==> src/rtl/burst_seq_pkg.sv <==
package burst_seq_pkg;

   typedef enum logic [1:0] {
      CMD_IDLE  = 2'd0,
      CMD_DROP  = 2'd1,
      CMD_START = 2'd2,
      CMD_STEP  = 2'd3
   } seq_cmd_e;

   typedef enum int {
      ORDER_STRAP      = 0,
      ORDER_LINEAR     = 1,
      ORDER_INTERLEAVE = 2
   } order_lock_e;

endpackage

==> src/rtl/bseq_decode.sv <==
module bseq_decode
   import burst_seq_pkg::*;
(
   input  logic     clk_en_n,
   input  logic     advance,
   input  logic     deselect,
   output seq_cmd_e cmd
);

   always_comb begin
      if (clk_en_n)
         cmd = CMD_IDLE;
      else if (deselect)
         cmd = CMD_DROP;
      else if (!advance)
         cmd = CMD_START;
      else
         cmd = CMD_STEP;
   end

endmodule

==> src/rtl/bseq_ctrl.sv <==
module bseq_ctrl
   import burst_seq_pkg::*;
(
   input  logic     clk,
   input  logic     rst_n,
   input  seq_cmd_e cmd,
   output logic     active_q,
   output logic     err_q,
   output logic     step_ok
);

   assign step_ok = (cmd == CMD_STEP) && active_q;

   always_ff @(posedge clk or negedge rst_n) begin
      if (!rst_n) begin
         active_q <= 1'b0;
         err_q    <= 1'b0;
      end else begin
         err_q <= (cmd == CMD_STEP) && !active_q;
         case (cmd)
            CMD_DROP:  active_q <= 1'b0;
            CMD_START: active_q <= 1'b1;
            default:   active_q <= active_q;
         endcase
      end
   end

endmodule

==> src/rtl/bseq_counter.sv <==
module bseq_counter #(
   parameter int BEAT_W = 2
) (
   input  logic              clk,
   input  logic              rst_n,
   input  logic              load,
   input  logic              step,
   input  logic [BEAT_W-1:0] start_in,
   output logic [BEAT_W-1:0] start_q,
   output logic [BEAT_W-1:0] beat_q
);

   localparam logic [BEAT_W-1:0] ONE = BEAT_W'(1);

   always_ff @(posedge clk or negedge rst_n) begin
      if (!rst_n) begin
         start_q <= '0;
         beat_q  <= '0;
      end else if (load) begin
         start_q <= start_in;
         beat_q  <= '0;
      end else if (step) begin
         beat_q  <= beat_q + ONE;
      end
   end

endmodule

==> src/rtl/bseq_order.sv <==
module bseq_order
   import burst_seq_pkg::*;
#(
   parameter int BEAT_W     = 2,
   parameter int ORDER_LOCK = ORDER_STRAP
) (
   input  logic              mode,
   input  logic [BEAT_W-1:0] start_q,
   input  logic [BEAT_W-1:0] beat_q,
   output logic [BEAT_W-1:0] addr
);

   logic [BEAT_W-1:0] lin_addr;
   logic [BEAT_W-1:0] xor_addr;

   assign lin_addr = start_q + beat_q;
   assign xor_addr = start_q ^ beat_q;

   generate
      if (ORDER_LOCK == ORDER_LINEAR) begin : g_lin
         assign addr = lin_addr;
      end else if (ORDER_LOCK == ORDER_INTERLEAVE) begin : g_xor
         assign addr = xor_addr;
      end else begin : g_strap
         assign addr = mode ? xor_addr : lin_addr;
      end
   endgenerate

endmodule

==> src/rtl/burst_addr_seq.sv <==
module burst_addr_seq
   import burst_seq_pkg::*;
#(
   parameter int BEAT_W     = 2,
   parameter int ORDER_LOCK = ORDER_STRAP
) (
   input  logic              clk,
   input  logic              rst_n,
   input  logic              clk_en_n,
   input  logic              advance,
   input  logic              deselect,
   input  logic [BEAT_W-1:0] start_lsb,
   input  logic              order_mode,
   output logic [BEAT_W-1:0] addr_lsb,
   output logic [BEAT_W-1:0] beat_cnt,
   output logic              adv_err
);

   localparam int BEATS = 1 << BEAT_W;

   generate
      if (BEAT_W < 1 || BEAT_W > 8) begin : g_bad_width
         $error("burst_addr_seq: BEAT_W must be 1..8");
      end
      if (ORDER_LOCK < ORDER_STRAP || ORDER_LOCK > ORDER_INTERLEAVE) begin : g_bad_lock
         $error("burst_addr_seq: ORDER_LOCK out of range");
      end
      if (BEATS < 2) begin : g_bad_beats
         $error("burst_addr_seq: burst needs at least two beats");
      end
   endgenerate

   seq_cmd_e          cmd;
   logic              active_q;
   logic              step_ok;
   logic              load;
   logic [BEAT_W-1:0] start_q;

   assign load = (cmd == CMD_START);

   bseq_decode u_dec (
      .clk_en_n (clk_en_n),
      .advance  (advance),
      .deselect (deselect),
      .cmd      (cmd)
   );

   bseq_ctrl u_ctrl (
      .clk      (clk),
      .rst_n    (rst_n),
      .cmd      (cmd),
      .active_q (active_q),
      .err_q    (adv_err),
      .step_ok  (step_ok)
   );

   bseq_counter #(.BEAT_W(BEAT_W)) u_cnt (
      .clk      (clk),
      .rst_n    (rst_n),
      .load     (load),
      .step     (step_ok),
      .start_in (start_lsb),
      .start_q  (start_q),
      .beat_q   (beat_cnt)
   );

   bseq_order #(.BEAT_W(BEAT_W), .ORDER_LOCK(ORDER_LOCK)) u_ord (
      .mode    (order_mode),
      .start_q (start_q),
      .beat_q  (beat_cnt),
      .addr    (addr_lsb)
   );

endmodule

==> config.mk <==
export PLATFORM = sky130hd
export DESIGN_NAME = burst_addr_seq
export DESIGN_NICKNAME = d
export VERILOG_FILES = /design/src/rtl/burst_seq_pkg.sv /design/src/rtl/bseq_decode.sv /design/src/rtl/bseq_ctrl.sv /design/src/rtl/bseq_counter.sv /design/src/rtl/bseq_order.sv /design/src/rtl/burst_addr_seq.sv
export SDC_FILE = /design/constraint.sdc
export NUM_CORES = 1
export LEC_CHECK = 0
export BUFFER_PORTS_ARGS = -buffer_cell sky130_fd_sc_hd__buf_4
export CORE_AREA = 2 2 39 41
export DETAILED_ROUTE_END_ITERATION = 10
export DIE_AREA = 0 0 41 43
export PLACE_DENSITY = 0.58
export SYNTH_ARGS = -nofsm -noshare
export SYNTH_HDL_FRONTEND = slang
export SYNTH_SLANG_ARGS = --single-unit
==> constraint.sdc <==
create_clock -name clk -period 1.2 [get_ports clk]
set_input_delay 0.12 -clock clk [delete_from_list [all_inputs] [get_ports clk]]
set_output_delay 0.12 -clock clk [all_outputs]
set_load 0.1 [all_outputs]
After elaboration in Yosys (flattened, before gate mapping)

Index checks and enable logic that the tools add are counted.

Add/sub/neg operators: 2
Mux-type cells: 7
Bitwise gates (word level): 1
Eq/ne operators: 3
Reductions and logical operators: 5

Operators with widths:

| kind                                                 | count |
|---|---|
| 2-to-1 mux 2 bit                                     | 5 |
| equality test 2 bit (second input constant)          | 2 |
| nonzero test 2 bit                                   | 2 |
| adder 2 x 1 -> 2 bit (second input constant)         | 1 |
| adder 2 bit                                          | 1 |
| equality test 2 x 1 -> 1 bit (second input constant) | 1 |
| logical AND 1 bit                                    | 2 |
| case mux 1 bit (2 select lines)                      | 1 |
| XOR 2 bit                                            | 1 |
| zero test 1 bit                                      | 1 |
| 2-to-1 mux 1 bit                                     | 1 |

Word-level logic and storage cells: 22
Register bits: 6
Output and inout port bits: 5
Input bits: 8

Logic depth before layout (Yosys ltp)

Word-level depth: 7
Gate-level depth with buffers: 7
Depth with buffers taken out: 7

Hierarchy

From an unflattened synthesis, not the netlist that was laid out.

Cell total of the unflattened synthesis: 26
Area, all modules: 327.8 um^2

By module, submodules not included:

| module         | times used | area each (um^2) | seq. area each (um^2) | cells an instance |
|---|---|---|---|---|
| bseq_counter   | 1          | 157.7            | 100.1                 | 11 |
| bseq_ctrl      | 1          | 106.4            | 50.0                  | 8 |
| bseq_order     | 1          | 36.3             | 0.0                   | 4 |
| bseq_decode    | 1          | 13.8             | 0.0                   | 2 |
| burst_addr_seq | 1          | 13.8             | 0.0                   | 1 |

Least setup slack after synthesis

No wires, ideal clock.

Path type: register to output
From: register u_cnt.beat_q[0]
To: output port addr_lsb[1]
Arrival: 2808 ps
Data required time: 1080 ps
Path slack: -1728 ps
Path buffers: 0
Cell stages (with the launch flop): 4
Path through: dfrtp_1 > ha_1 > nor2b_1 > xnor2_1

Cells in the longest elaborated chain, start to end: 2

Ends and longest elaborated chain:

| element                | line                 | text |
|---|---|---|
| from (decl)            | bseq_counter.sv:10   | `output logic [BEAT_W-1:0] beat_q` |
| from (signal assigned) | bseq_counter.sv:23   | `beat_q <= beat_q + ONE;` |
| adder 2 bit            | bseq_order.sv:16     | `assign lin_addr = start_q + beat_q;` |
| 2-to-1 mux 2 bit       | bseq_order.sv:25     | `assign addr = mode ? xor_addr : lin_addr;` |
| to (decl)              | burst_addr_seq.sv:14 | `output logic [BEAT_W-1:0] addr_lsb,` |

No other way between the ends.

Final worst setup path

From: register u_cnt.beat_q[1]
To: output port addr_lsb[1]

Cells in the longest elaborated chain, start to end: 2
Elaborated cells on any way between the ends: 3
Classes of those cells: 1 x add/sub; 1 x mux; 1 x bitwise

Ends and longest elaborated chain:

| element                                         | line |
|---|---|
| adder 2 bit / XOR 2 bit (equally long branches) | bseq_order.sv:16, bseq_order.sv:17 |
| 2-to-1 mux 2 bit *                              | bseq_order.sv:25 |

Every way passes the cells marked *; elsewhere a longest branch is shown, timed or not.

==> results.yml <==
worst_setup_path:
  endpoint_kind: "output port"
  slowest_stage: "dfrtp_4"
  required_ns: 1.08
  path_delay_family: "flip-flops"
  path_max_fanout: 2
  critPathLaunchType: "register"
  critPathBufInv: 2
  worstPathArrival_ns: 1.35
  path_cells: "xnor2_1, buf_4, xnor2_4, buf_12"
  max_stage_delay_ns: 0.47
  critPathKind: "register to output port"
clock_network:
  cts_root_buf: "clkbuf_4"
  cts_tree: "yes"
  cts_buffers: 3
  clkTransAtPathRegs_ns: 0.04
  clk_latency_ns: 0.24
  clock-sinks: 6
  cts_buffer_depth: 2
  cts_max_level: 1
timing:
  finalCritPeriodShare_pct: 123
  skew_ns: 0.00189
  hold_ws_ns: 0.108
  hold_viol: 0
  timing.fmax_mhz: 679
  slew_headroom_pct: 81.7
  slew_violations: 0
  worst_slack_ns: -0.273
  report.final.setup_viol: 4
  final.min_clock_period_ns: 1.47
  tightest_slew_ns: 0.277
  rsz0062_at_grt: "true"
route:
  post-route-drc-count: 0
  totalWireLength_um: 632
  drt_pass1_iterations: 3
  viasPerCell: 4.14
  vias: 269
  drt_iter0_drc: 6
  wl_per_cell_um: 9.72
  route.antenna.remaining_nets: 0
layout:
  final_nets: 63
  area_growth_pct: 89.2
  drive_gt1_share_pct: 69.4
  diodes: 0
die:
  die_y_um: 43
  initial_core_util_pct: 23.4
  boundaryPins: 13
  core_sq_um: 1380
  dieArea_sq_um: 1760
  die_w_um: 41
  rows: 14
run_status:
  violations: "setup timing"
  outcome: "finished with violations"
grt:
  first_global_vias: 286
  grt_antenna_before_repair: 0
  grt_max_degree: 7
  grt-ovfl-total: 0
  grt_util_all_layers_pct: 9.50
  grt_pass1_wl_um: 1060
synth:
  synth_common_cells: "dfrtp_1, ha_1, mux2_2, nor2_1, xnor2_1"
  yosysMostFrequentCell: "dfrtp_1"
  ys.flop_type: "dfrtp_1"
  synth_nets: 39
  synth_seq_cells: 6
  ys_seq_area_share_pct: 46.3
  synth-async-reset-ratio_pct: 100
  syn_avg_cell_area_sq_um: 12.0
  netlist_top_cells_area: "dfrtp_1, ha_1, mux2_2"
  syn_area_sq_um: 324
  yosys.cell_types.count: 12
  synth_edf_count: 0
  postSynthCellCount: 27
  yosysTopAreaCell: "dfrtp_1"
  synth_top_area_share_pct: 46.3
  synth_warnings: 0
min_path:
  hold_path_class: "input port to register"
place:
  port-buffer-count: 12
  gp_congestion: 0.667
job:
  maxCapViolations: 0
-- logic make-up (layout without fill, tap and decap cells) --
| kind of cell | count (synthesis) | in the layout | synth area share (%) |
|---|---|---|---|
| xor gates and xnor gates | 2 | 2 | 5.41 |
| adders and majority gates | 4 | 4 | 15.4 |
| buffers and inverters | 1 | 23 | 1.16 |
| DFF | 6 | 6 | 46.3 |
| AOI/OAI and AO/OA | 2 | 2 | 4.25 |
| muxes | 4 | 4 | 13.9 |
| and+or+nand+nor | 8 | 8 | 13.5 |
-- through the flow --
stage	worst slack [ns]	instance area, sq um	setup TNS (ns)	util, %	std cells
after global placement	-0.145	518	-0.528	37.4	60
after detailed placement	-0.178	518	-0.575	37.4	60
after floorplan	-0.467	370	-0.535	-	27
after CTS	-0.283	583	-0.413	42.1	64
after global routing	-0.316	613	-0.666	44.3	65
final	-0.273	613	-0.530	44.3	65
-- flip-flops by register name (all words and copies together), names as in the netlist --
name and count:
u_ctrl.active_q 1, u_ctrl.err_q 1, u_cnt.beat_q 2, u_cnt.start_q 2
-- layer usage --
layer  GRT usage [%]  wire (um)  vias up
li1                -          -      138
met1            9.54        241      123
met2            14.7        351        8
met3            1.57         39        0
met4            10.0          0        0
met5               0          0        -
-- cell usage in the layout, fill, tap and decap left out, drive strengths merged --
| cell | synthesis | routed |
|---|---|---|
| dfrtp | 6 | 6 |
| nand2 | 1 | 1 |
| xnor2 | 2 | 2 |
| clkbuf | 0 | 3 |
| or4b | 1 | 1 |
| buf | 0 | 18 |
| ha | 4 | 4 |
| mux2 | 4 | 4 |
| nor2 | 4 | 4 |
| nor2b | 1 | 1 |
| o21ai | 1 | 1 |
| a21oi | 1 | 1 |
| dlygate4sd3 | 0 | 1 |
| inv | 1 | 1 |
| and2b | 1 | 1 |
-- area by class of cell --
| cell class | instances | area [sq um] |
|---|---|---|
| sequential | 6 | 158 |
| tap | 16 | 20.0 |
| inverter | 1 | 3.75 |
| clock buffer | 3 | 22.5 |
| fill | 125 | 771 |
| timing repair buffer | 19 | 194 |
| multi-input combinational | 20 | 215 |
-- worst reg2reg max path: cells and delay by family (launching register included) --
| family | cells | cell delay [ns] |
|---|---|---|
| flops | 1 | 0.47 |
| buf+inv | 2 | 0.25 |
| simple gates | 2 | 0.53 |
-- worst paths after layout --
kind	to	slack, ns	depth (start not counted)	start
setup / recovery	addr_lsb[1]	-0.27	4	u_cnt.beat_q[1]$_DFFE_PN0P_
hold / removal	u_cnt.start_q[0]$_DFFE_PN0N_	0.11	2	start_lsb[0]
setup reg to reg	u_cnt.beat_q[1]$_DFFE_PN0P_	-0.12	4	u_cnt.beat_q[1]$_DFFE_PN0P_
hold reg to reg	u_ctrl.active_q$_DFFE_PN0P_	0.55	1	u_ctrl.active_q$_DFFE_PN0P_
max in group asynchronous	u_cnt.beat_q[0]$_DFFE_PN0P_	0.85	2	rst_n
min in group asynchronous	u_ctrl.active_q$_DFFE_PN0P_	0.22	2	rst_n
-- timing repair --
item,CTS,global route
pin swaps,1,0
setup buffers,0,1
endpoints found under the setup margin,5,4
endpoints found under the hold margin,6,0
hold buffers,1,0
gates resized for setup,8,6
Power is not shown: default switching activity piles up to over one toggle a cycle in this logic, so the estimate is an artifact.
